File: config.mk
export PLATFORM = sky130hd
export DESIGN_NAME = prio_irq_ctrl
export DESIGN_NICKNAME = d
export VERILOG_FILES = /design/src/rtl/prio_irq_pkg.sv /design/src/rtl/prio_enc.sv /design/src/rtl/irq_datapath.sv /design/src/rtl/irq_ctrl.sv /design/src/rtl/prio_irq_ctrl.sv
export SDC_FILE = /design/constraint.sdc
export NUM_CORES = 1
export LEC_CHECK = 0
export BUFFER_PORTS_ARGS = -buffer_cell sky130_fd_sc_hd__buf_2
export CORE_MARGIN = 4
export CORE_UTILIZATION = 54
export DETAILED_ROUTE_END_ITERATION = 10
export PLACE_DENSITY_LB_ADDON = 0.05
export SYNTH_ARGS = -nofsm -noshare
export SYNTH_HDL_FRONTEND = slang
export SYNTH_HIERARCHICAL = 1
export SYNTH_SLANG_ARGS = --single-unit
File: constraint.sdc
create_clock -name clk -period 6.6 [get_ports clk]
set_input_delay 0.66 -clock clk [delete_from_list [all_inputs] [get_ports clk]]
set_output_delay 0.66 -clock clk [all_outputs]
set_load 0.02 [all_outputs]
File: src/rtl/prio_irq_pkg.sv
package prio_irq_pkg;
  typedef struct packed {
    logic sample;
    logic ack;
    logic ret;
  } irqStb_t;
endpackage

File: src/rtl/prio_enc.sv
module prio_enc #(
  parameter int WIDTH = 8,
  localparam int IDX_W = $clog2(WIDTH)
) (
  input  logic [WIDTH-1:0] vec,
  output logic [IDX_W-1:0] topIdx,
  output logic             anySet
);
  always_comb begin
    topIdx = '0;
    for (int i = 0; i < WIDTH; i++) begin
      if (vec[i]) topIdx = IDX_W'(i);
    end
    anySet = |vec;
  end
endmodule

File: src/rtl/irq_datapath.sv
module irq_datapath
  import prio_irq_pkg::*;
#(
  parameter int NUM_LEVELS = 8,
  localparam int LVL_W = $clog2(NUM_LEVELS)
) (
  input  logic                  clk,
  input  logic                  rst_n,
  input  logic [NUM_LEVELS-1:0] irqIn,
  input  irqStb_t               stb,
  output logic [LVL_W-1:0]      pendHi,
  output logic                  pendAny,
  output logic [LVL_W-1:0]      actHi,
  output logic                  actAny
);
  localparam logic [NUM_LEVELS-1:0] ONE = NUM_LEVELS'(1);

  logic [NUM_LEVELS-1:0] pending, active;
  logic [NUM_LEVELS-1:0] sampleMask, ackMask, retMask, pendNext, actNext;

  always_comb begin
    sampleMask = stb.sample ? irqIn : '0;
    ackMask    = stb.ack ? (ONE << pendHi) : '0;
    retMask    = stb.ret ? (ONE << actHi) : '0;
    pendNext   = (pending & ~ackMask) | sampleMask;
    actNext    = (active & ~retMask) | ackMask;
  end

  always_ff @(posedge clk or negedge rst_n) begin
    if (!rst_n) begin
      pending <= '0;
      active  <= '0;
    end else begin
      pending <= pendNext;
      active  <= actNext;
    end
  end

  prio_enc #(.WIDTH(NUM_LEVELS)) u_pendEnc (.vec(pending), .topIdx(pendHi), .anySet(pendAny));
  prio_enc #(.WIDTH(NUM_LEVELS)) u_actEnc  (.vec(active),  .topIdx(actHi),  .anySet(actAny));

  p_no_capture_r2: assert property (@(posedge clk) disable iff (!rst_n)
    !stb.sample |=> ((pending & ~$past(pending)) == '0));
  p_pending_sticky_r3: assert property (@(posedge clk) disable iff (!rst_n)
    !stb.ack |=> (($past(pending) & ~pending) == '0));
  p_ack_sets_active_r7: assert property (@(posedge clk) disable iff (!rst_n)
    stb.ack |=> active[$past(pendHi)]);
  p_ack_clears_pending_r7: assert property (@(posedge clk) disable iff (!rst_n)
    (stb.ack && !stb.sample) |=> !pending[$past(pendHi)]);
  p_ret_clears_top_r10: assert property (@(posedge clk) disable iff (!rst_n)
    (stb.ret && !stb.ack) |=> !active[$past(actHi)]);
  p_active_grows_by_ack_r11: assert property (@(posedge clk) disable iff (!rst_n)
    !stb.ack |=> ($countones(active) <= $countones($past(active))));
endmodule

File: src/rtl/irq_ctrl.sv
module irq_ctrl
  import prio_irq_pkg::*;
#(
  parameter int NUM_LEVELS = 8,
  localparam int LVL_W = $clog2(NUM_LEVELS)
) (
  input  logic             clk,
  input  logic             rst_n,
  input  logic             cycleStb,
  input  logic             ioCycle,
  input  logic             intEnable,
  input  logic             irqAck,
  input  logic             retInt,
  input  logic [LVL_W-1:0] pendHi,
  input  logic             pendAny,
  input  logic [LVL_W-1:0] actHi,
  input  logic             actAny,
  output irqStb_t          stb,
  output logic             irqReq
);
  logic aboveActive;

  always_comb begin
    aboveActive = !actAny || (pendHi > actHi);
    irqReq      = intEnable && pendAny && aboveActive;
    stb.sample  = cycleStb && !ioCycle;
    stb.ack     = irqAck && irqReq;
    stb.ret     = retInt && actAny;
  end

  p_req_needs_enable_r4: assert property (@(posedge clk) disable iff (!rst_n)
    irqReq |-> intEnable);
endmodule

File: src/rtl/prio_irq_ctrl.sv
module prio_irq_ctrl
  import prio_irq_pkg::*;
#(
  parameter int NUM_LEVELS = 8,
  localparam int LVL_W = $clog2(NUM_LEVELS)
) (
  input  logic                  clk,
  input  logic                  rst_n,
  input  logic [NUM_LEVELS-1:0] irqIn,
  input  logic                  cycleStb,
  input  logic                  ioCycle,
  input  logic                  intEnable,
  input  logic                  irqAck,
  input  logic                  retInt,
  output logic                  irqReq,
  output logic [LVL_W-1:0]      irqLevel
);
  irqStb_t          stb;
  logic [LVL_W-1:0] pendHi, actHi;
  logic             pendAny, actAny;

  irq_ctrl #(.NUM_LEVELS(NUM_LEVELS)) u_ctrl (
    .clk(clk), .rst_n(rst_n), .cycleStb(cycleStb), .ioCycle(ioCycle),
    .intEnable(intEnable), .irqAck(irqAck), .retInt(retInt),
    .pendHi(pendHi), .pendAny(pendAny), .actHi(actHi), .actAny(actAny),
    .stb(stb), .irqReq(irqReq));

  irq_datapath #(.NUM_LEVELS(NUM_LEVELS)) u_dp (
    .clk(clk), .rst_n(rst_n), .irqIn(irqIn), .stb(stb),
    .pendHi(pendHi), .pendAny(pendAny), .actHi(actHi), .actAny(actAny));

  assign irqLevel = pendHi;
endmodule

==> results of run 1 <==
[layout make-up]
class	count	area, um^2	share of cell area [%]
inverters	14	52.55	4.789
repair buffers	18	90.09	8.210
well taps	24	30.03	2.737
clock buffers	3	22.52	2.052
multi-input cells	69	501.7	45.72
flip-flops and latches	16	400.4	36.49
[sequential cells by signal, summed over array words and instances, names as in the netlist]
signal / flops
u_dp/active: 8
u_dp/pending: 8
[cells in the mapped netlist, types with 2 or more instances]
cell | count | share of area [%]
o21ai_0 | 7 | 3.7
a21oi_1 | 2 | 1.0
nand4_1 | 4 | 2.6
nor2_1 | 10 | 3.9
a21oi_2 | 2 | 1.8
and4b_1 | 3 | 3.1
and3_1 | 3 | 2.0
a22o_1 | 5 | 4.6
nand2_1 | 5 | 2.0
inv_1 | 12 | 4.7
ha_1 | 3 | 3.9
dfrtp_1 | 16 | 42
nand4b_1 | 3 | 2.7
nand4bb_1 | 3 | 3.5
and4bb_2 | 2 | 2.6
o31ai_2 | 2 | 2.6
inv_2 | 2 | 0.78
a21o_1 | 3 | 2.3
o31ai_1 | 2 | 1.6
[cells in the final DEF (no fill, tap or decap), types with 2 or more instances in the layout]
cell       synthesis  layout
a21o_1             3       3
a21oi_1            2       2
a21oi_2            2       2
a22o_1             5       5
and3_1             3       3
and4b_1            3       3
and4bb_2           2       2
buf_2              0      18
clkbuf_4           0       3
dfrtp_1           16      16
ha_1               3       3
inv_1             12      12
inv_2              2       2
nand2_1            5       5
nand4_1            4       4
nand4b_1           3       3
nand4bb_1          3       3
nor2_1            10      10
o21ai_0            7       7
o31ai_1            2       2
o31ai_2            2       2
[worst max-delay path: cells and delay by family (launching register included)]
family	cells	cell delay (ns)
AOI/OAI and AO/OA	2	0.98
DFF	1	0.43
adders and majority gates	1	0.40
and+or+nand+nor	2	0.37
buffers and inverters	1	0.16
[path summary, 6_finish.rpt]
kind                              endpoint  slack [ns]       startpoint  depth (start not counted)
max                                 irqReq        3.34  u_dp/pending[4]                          6
min                         u_dp/active[5]        0.27            rst_n                          1
max reg2reg                u_dp/pending[0]        3.75  u_dp/pending[4]                          7
min reg2reg                 u_dp/active[0]        0.53   u_dp/active[0]                          1
max in group asynchronous  u_dp/pending[5]        6.07            rst_n                          1
min in group clk            u_dp/active[0]        0.53   u_dp/active[0]                          1
[metrics by stage]
| stage | instances | power (mW) | area [um^2] | utilization, % |
|---|---|---|---|---|
| floorplan | 100 | 0.3370 | 958.4 | - |
| global placement | 141 | 0.3853 | 1075 | 67.43 |
| detailed placement | 141 | 0.3965 | 1075 | 67.43 |
| CTS | 144 | 0.4472 | 1097 | 68.84 |
| global route | 144 | 0.4872 | 1097 | 68.84 |
| finish | 144 | 0.4481 | 1097 | 68.84 |
[where the power goes]
group / total (mW) / switching (mW) / leakage, nW / internal, mW
logic: 0.245 / 0.141 / 0.362 / 0.105
clock network: 0.0501 / 0.0290 / 0.0138 / 0.0211
registers: 0.153 / 0.0292 / 0.181 / 0.123
[cell families (layout without fill, tap and decap cells)]
| group | Yosys count | in the layout | synth area share [%] |
|---|---|---|---|
| AOI/OAI and AO/OA | 25 | 25 | 19.58 |
| buffers and inverters | 15 | 35 | 5.874 |
| DFF | 16 | 16 | 41.78 |
| and+or+nand+nor | 41 | 41 | 28.85 |
| adders and majority gates | 3 | 3 | 3.917 |
[routing by layer]
| metal | vias up | routed length, um | share of wire, % | track usage (%) |
|---|---|---|---|---|
| met5 | - | 0 | 0 | 0 |
| met1 | 377 | 1039 | 50 | 24.16 |
| met3 | 2 | 105 | 5.0 | 3.550 |
| li1 | 412 | - | - | - |
| met4 | 0 | 10 | 0.48 | 6.912 |
| met2 | 22 | 928 | 45 | 28.48 |
==> flow_metrics.tcl, run 1 <==
set metrics [dict create \
    status "finished clean" \
    wire_per_inst_um 14.47 \
    antenna_left 0 \
    cts.path.max_buffers 2 \
    fin_crit_sh_pct 49.34 \
    crit_path_end_kind "primary output" \
    first_global_vias 744 \
    skew_ns 0.002664 \
    die-area_um2 2513 \
    cts_buffers 3 \
    ctsRootBufferMaster "clkbuf_4" \
    synth-edff-count 0 \
    clk_pin_slew_ns 0.09 \
    ctsHoldBuffers 0 \
    post_cts_buffers 0 \
    ys_seq_area_share_pct 41.78 \
    drt_iter0_drc 15 \
    viasPerCell 5.646 \
    syn_area_per_cell_um2 9.584 \
    ys.flop_type "dfrtp_1" \
    grt_setup_unrepaired "no" \
    worstMarginPinSlew_ns 1.015 \
    tns_ns 0 \
    die_w_um 50.13 \
    start_kind "flip-flop" \
    drc 0 \
    drive_above_1_share_pct 25.83 \
    synth_cells 100 \
    synth_area_um2 958.4 \
    fmax_ghz 0.3071 \
    ys_warn_count 6 \
    ys_ff_latch 16 \
    antenna_found_initial 0 \
    area_delta_synth_final_pct 14.49 \
    maxCapViolations 0 \
    holdWs_ns 0.2740 \
    insertion_delay_ns 0.28 \
    slew_viol_final 0 \
    cts_tree "built" \
    cts-htree-levels 1 \
    worst_slack_ns 3.344 \
    num_vias 813 \
    critPathSlowestCell "o31ai_1" \
    p_per_area_nw_per_um2 408.4 \
    slowest_delay_ns 0.87 \
    start_util_pct 60.13 \
    core-area_um2 1594 \
    n_fill_cell 142 \
    critPathKind "flip-flop to primary output" \
    cp_max_fo 10 \
    postCtsResizedCells 0 \
    io_buffers 18 \
    drt-total-wl_mm 2.083 \
    ios 19 \
    ys_async_sr_fraction_pct 100.0 \
    p_leak_nw 0.5567 \
    dp_slack_ns 3.710 \
    ir_drop_mv 0.2529 \
    grt_pass1_wl_mm 3.443 \
    diodes 0 \
    hpwl_mm 1.631 \
    hold_class "input pin to async pin" \
    grt_max_degree 17 \
    synth_nets 118 \
    setup_violations 0 \
    fin_nets 140 \
    dr.pass1.iters 4 \
    worstPathCellList "o31ai_1 -> ha_1 -> and3_1 -> o21ai_2 -> and4_1 -> buf_2" \
    cts_sinks 16 \
    row_count 14 \
    slew_headroom_pct 31.77 \
    worstPathRequired_ns 5.94 \
    hold_viol 0 \
    die_h_um 50.13 \
    overflow 0 \
    worstPathArrival_ns 2.60 \
    place.gp.congestion 0.8190 \
    track_usage_pct 17.97 \
    synth_cell_types 30 \
    min_period_ns 3.256 \
]
Note: power is estimated with default switching activity, not from simulation.
==> run 2: changes to the inputs <==
--- a/config.mk
+++ b/config.mk
@@ -7,7 +7,7 @@
 export LEC_CHECK = 0
 export BUFFER_PORTS_ARGS = -buffer_cell sky130_fd_sc_hd__buf_2
 export CORE_MARGIN = 4
-export CORE_UTILIZATION = 54
+export CORE_UTILIZATION = 48
 export DETAILED_ROUTE_END_ITERATION = 10
 export PLACE_DENSITY_LB_ADDON = 0.05
 export SYNTH_ARGS = -nofsm -noshare
==> constraint.sdc (replaced) <==
create_clock -name clk -period 2.77 [get_ports clk]
set_input_delay 0.277 -clock clk [delete_from_list [all_inputs] [get_ports clk]]
set_output_delay 0.277 -clock clk [all_outputs]
set_load 0.02 [all_outputs]
==> run 2 against run 1 <==
  * Sequential power grew 140%
  * Setup slack lost 3.0 ns
  * Clock power grew to 3.2 times the previous value
  * Via count grew 5.2%
  * Clock-buffer cell count grew 1
  * Core utilization shrank 4.1 points
  * Sequential share of layout area shrank 2.2 points
  * Critical endpoint unchanged
  * Total power grew to 2.5 times the previous value
  * Critical path depth grew 2
  * Highest routed layer unchanged
  * Routed wire length grew 11%
  * First-iteration DRC count grew 40%
  * Final cell count grew 4.9%
==> flow_metrics.tcl, run 2 (synthesis gave the netlist of run 1 again) <==
set metrics [dict create \
    status "finished clean" \
    area_delta_synth_final_pct 21.67 \
    internal_power_uw 644.3 \
    ios 19 \
    drive_above_1_share_pct 29.37 \
    p_leak_nw 0.5876 \
    setup_violations 0 \
    sequentialPowerShare_pct 32.0 \
    worstReg2RegStart "u_dp/active[6]" \
    critPathKind "flip-flop to primary output" \
    fin_nets 145 \
    drc 0 \
    skew_ns 0.0006821 \
    pwr-share-comb_pct 54.1 \
    p_sw_uw 495.8 \
    slew_headroom_pct 65.48 \
    cp_max_fo 9 \
    tns_ns 0 \
    dr.pass1.iters 4 \
    grt_pass1_wl_mm 3.615 \
    die_h_um 52.69 \
    grt_max_degree 17 \
    hpwl_mm 1.721 \
    maxCapViolations 0 \
    layout_commonest_cell "buf_2" \
    worstPathRequired_ns 2.49 \
    insertion_delay_ns 0.29 \
    hold_class "input pin to flip-flop" \
    drt-total-wl_mm 2.315 \
    slew_viol_final 0 \
    cts_sinks 16 \
    n_fill_cell 157 \
    first_global_vias 795 \
    crit_family "simple AND/OR/NAND/NOR gates" \
    crit_start "u_dp/active[6]" \
    post_cts_buffers 0 \
    multi_input_area_um2 515.5 \
    cts_tree "built" \
    core-area_um2 1802 \
    antenna_found_initial 0 \
    start_kind "flip-flop" \
    p_clk_share_pct 13.9 \
    fin_crit_sh_pct 88.54 \
    cts.path.max_buffers 2 \
    cp_num_buf_inv 2 \
    worstMarginPinSlew_ns 0.5168 \
    p_per_area_nw_per_um2 977.7 \
    die-area_um2 2776 \
    ctsRootBufferMaster "clkbuf_4" \
    post-route-util_pct 64.72 \
    slowest_delay_ns 0.46 \
    place.gp.congestion 0.8031 \
    track_usage_pct 18.26 \
    swShare_pct 43.49 \
    reg_top3 "u_dp/active (8), u_dp/pending (8)" \
    antenna_left 0 \
    wire_per_inst_um 15.33 \
    crit_path_end_kind "primary output" \
    die_w_um 52.69 \
    rrSetupSlack_ns 0.35 \
    io_buffers 18 \
    critPathSlowestCell "dfrtp_1" \
    crit_path_end "irqReq" \
    ir_drop_mv 0.6776 \
    overflow 0 \
    viasPerCell 5.662 \
    row_count 15 \
    hold_viol 0 \
    seq_area_um2 400.4 \
    cp.depth 8 \
    worstReg2RegEnd "u_dp/pending[0]" \
    fmax_ghz 0.4077 \
    diodes 0 \
    worstPathCellList "nor2_1 -> nand2_1 -> inv_1 -> ha_1 -> and3_1 -> o21ai_2 -> and4_1 -> buf_2" \
    drt_iter0_drc 21 \
    clk_pin_slew_ns 0.10 \
    cts-htree-levels 1 \
    reg2reg_depth 9 \
    hold_path_depth 3 \
    min_period_ns 2.453 \
    grt_setup_unrepaired "no" \
    worstPathArrival_ns 2.18 \
    cts_buffers 3 \
    num_vias 855 \
    final_cell_mix "buf_2, dfrtp_1, inv_1" \
    start_util_pct 53.19 \
]
[run 2: worst min-delay path by stage]
stage	from	end
floorplan	rst_n	u_dp/active[0]
global route	irqIn[7]	u_dp/pending[7]
finish	irqIn[0]	u_dp/pending[0]
detailed placement	rst_n	u_dp/active[6]
global placement	rst_n	u_dp/active[6]
CTS	irqIn[1]	u_dp/pending[1]
[run 2: worst reg2reg max path, cell delays in order (launching register included)]
cell and delay, ns:
dfrtp_1 0.46, nor2_1 0.24, nand2_1 0.22, inv_1 0.11
ha_1 0.24, and3_1 0.15, o21ai_2 0.12, and3_1 0.30
nor4b_1 0.34, o21ai_0 0.12
[run 2: power groups by stage]
stage	logic, mW	registers [mW]	clock network (mW)
finish	0.617	0.365	0.158
global route	0.687	0.373	0.168
CTS	0.593	0.359	0.161
detailed placement	0.589	0.364	0
global placement	0.572	0.361	0
floorplan	0.454	0.352	0
[run 2: repair_timing]
| item | CTS | global route |
|---|---|---|
| hold buffers | 1 | 0 |
| gates resized for setup | 0 | 1 |
| setup endpoints to repair | 0 | 1 |
| hold endpoints to repair | 16 | 0 |
[run 2: layout make-up]
class / count / share of cell area (%)
Inverter: 14 / 4.506
Tap cell: 25 / 2.682
Multi-Input combinational cell: 69 / 44.21
Sequential cell: 16 / 34.33
Timing Repair Buffer: 23 / 11.16
Clock buffer: 4 / 3.112
[run 2: routing by layer]
layer / share of wire [%] / global-route usage [%] / wire, um
met5: 0 / 0 / 0
met4: 1.6 / 8.936 / 36
met3: 5.8 / 2.564 / 135
met2: 43 / 26.03 / 989
met1: 50 / 26.60 / 1154
[run 2: stage by stage]
| stage | setup WS [ns] | instances | hold WS, ns | instance area (um^2) | power (mW) |
|---|---|---|---|---|---|
| global placement | 0.4131 | 146 | 0.2051 | 1111 | 0.9331 |
| finish | 0.3175 | 151 | 0.1982 | 1166 | 1.140 |
| floorplan | 0.2504 | 100 | -0.01859 | 963.4 | 0.8060 |
| CTS | 0.2391 | 151 | 0.1935 | 1157 | 1.113 |
| global route | 0.1460 | 151 | 0.2192 | 1166 | 1.228 |
| detailed placement | 0.2936 | 146 | 0.2102 | 1111 | 0.9536 |
==> run 3: changes to the inputs <==
--- a/config.mk
+++ b/config.mk
@@ -6,7 +6,7 @@
 export NUM_CORES = 1
 export LEC_CHECK = 0
 export BUFFER_PORTS_ARGS = -buffer_cell sky130_fd_sc_hd__buf_2
-export CORE_MARGIN = 4
+export CORE_MARGIN = 1
 export CORE_UTILIZATION = 48
 export DETAILED_ROUTE_END_ITERATION = 10
 export PLACE_DENSITY_LB_ADDON = 0.05
==> run 3 against run 2 <==
  * Clock-buffer cell count did not move
  * Core utilization did not move
  * Register-to-register slack barely moved
  * Cell area did not move
  * Combinational power fell by 2%
  * Via count rose by 0.47%
  * Die area fell by 21%
  * Highest routed layer unchanged
==> flow_metrics.tcl, run 3 (synthesis gave the netlist of run 1 again) <==
set metrics [dict create \
    cts.path.max_buffers 2 \
    tns_ns 0 \
    final_cell_mix "buf_2, dfrtp_1, inv_1" \
    num_vias 859 \
    hpwl_mm 1.709 \
    drt-total-wl_mm 2.154 \
    crit_path_end_kind "flip-flop" \
    cts_sinks 16 \
    track_usage_pct 22.92 \
    hold_viol 0 \
    p_leak_nw 0.5876 \
    area_delta_synth_final_pct 21.67 \
    start_util_pct 53.19 \
    viasPerCell 5.689 \
    cts_tree "built" \
    grt_setup_unrepaired "no" \
    wire_per_inst_um 14.26 \
    drive_above_1_share_pct 29.37 \
    layout_commonest_cell "buf_2" \
    dr.pass1.iters 4 \
    fin_nets 145 \
    p_sw_uw 483.8 \
    place.gp.congestion 0.8381 \
    insertion_delay_ns 0.29 \
    post-route-util_pct 64.72 \
    placed_cell_area_um2 1111 \
    instances_no_fill 151 \
    cts-htree-levels 1 \
    die-area_um2 2179 \
    dp.cells 146 \
    pwr-share-comb_pct 53.7 \
    slew_headroom_pct 64.22 \
    swShare_pct 42.90 \
    ir_drop_mv 0.7225 \
    p_per_area_nw_per_um2 967.1 \
    critPathKind "flip-flop to flip-flop" \
    setup_violations 0 \
    overflow 0 \
    post_cts_buffers 0 \
    io_buffers 18 \
    status "finished clean" \
    die_w_um 46.69 \
    sequentialPowerShare_pct 32.3 \
    slew_viol_final 0 \
    cts_buffers 3 \
    min_period_ns 2.433 \
    die_h_um 46.69 \
    clk_pin_slew_ns 0.10 \
    reg_top3 "u_dp/active (8), u_dp/pending (8)" \
    worstPathRequired_ns 2.93 \
    hold_class "input pin to flip-flop" \
    drt_iter0_drc 14 \
    grt_pass1_wl_mm 3.436 \
    worstPathArrival_ns 2.60 \
    cp_max_fo 9 \
    total_power_mw 1.128 \
    core-area_um2 1802 \
    antenna_left 0 \
    fin_crit_sh_pct 87.85 \
    start_kind "flip-flop" \
    drc 0 \
    ctsRootBufferMaster "clkbuf_4" \
    p_clk_share_pct 14.0 \
    diodes 0 \
    row_count 15 \
    antenna_found_initial 0 \
    stdcell_area_um2 1166 \
    skew_ns 0.006158 \
    first_global_vias 725 \
    fmax_ghz 0.4109 \
    maxCapViolations 0 \
    worstMarginPinSlew_ns 0.5356 \
    grt_max_degree 17 \
    ios 19 \
    internal_power_uw 644.0 \
]
[run 3: cell counts in the layout (fill, tap and decap cells not counted)]
No cell type changed its count.
[run 3: power groups by stage]
stage	logic (mW)	registers, mW	clock network [mW]
6_report	0.606	0.364	0.157
5_1_grt	0.679	0.372	0.170
4_1_cts	0.591	0.359	0.159
3_5_place_dp	0.587	0.364	0
3_3_place_gp	0.570	0.361	0
2_1_floorplan	0.454	0.352	0
[run 3: worst paths after layout]
| check | startpoint | endpoint | slack (ns) | cells after the start |
|---|---|---|---|---|
| worst max-delay path | u_dp/active[2] | u_dp/pending[0] | 0.34 | 9 |
| worst min-delay path | irqIn[1] | u_dp/pending[1] | 0.20 | 3 |
| worst max register to register | u_dp/active[2] | u_dp/pending[0] | 0.34 | 9 |
| worst min register to register | u_dp/active[0] | u_dp/active[0] | 0.53 | 1 |
| max in group asynchronous | rst_n | u_dp/active[0] | 2.08 | 2 |
| min in group asynchronous | rst_n | u_dp/active[6] | 0.43 | 2 |
[run 3: routing by layer]
metal | track usage (%) | routed length (um) | share of wire, % | vias up
met2 | 30.56 | 940 | 44 | 25
met3 | 2.353 | 87 | 4.0 | 4
met4 | 10.29 | 31 | 1.4 | 0
met5 | 0 | 0 | 0 | -
li1 | - | - | - | 423
met1 | 35.93 | 1094 | 51 | 407
[run 3: repair_timing]
item / in CTS / in global routing
hold buffers: 1 / 0
hold endpoints to repair: 16 / 0
resized for setup: 0 / 1
setup endpoints to repair: 0 / 1
[run 3: cell type report]
class | count | area, um^2
fill | 170 | 635.6
multi-input combinational | 69 | 515.5
sequential | 16 | 400.4
timing repair buffer | 23 | 130.1
inverter | 14 | 52.55
clock buffer | 4 | 36.28
tap | 25 | 31.28
[run 3: critical path, cell delays in order (launching register included)]
cell and delay, ns:
dfrtp_1 0.41, inv_1 0.06, a21oi_1 0.09, o31ai_4 0.35
ha_1 0.29, and3_1 0.19, o21ai_2 0.12, and3_1 0.29
nor4b_1 0.39, o21ai_0 0.13
[run 3: stage by stage]
step / hold slack [ns] / worst slack [ns]
after CTS: 0.1901 / 0.2188
after global routing: 0.1996 / 0.1559
final: 0.1988 / 0.3365
after detailed placement: 0.2102 / 0.2781
after global placement: 0.2054 / 0.4121
after floorplan: -0.01859 / 0.2504
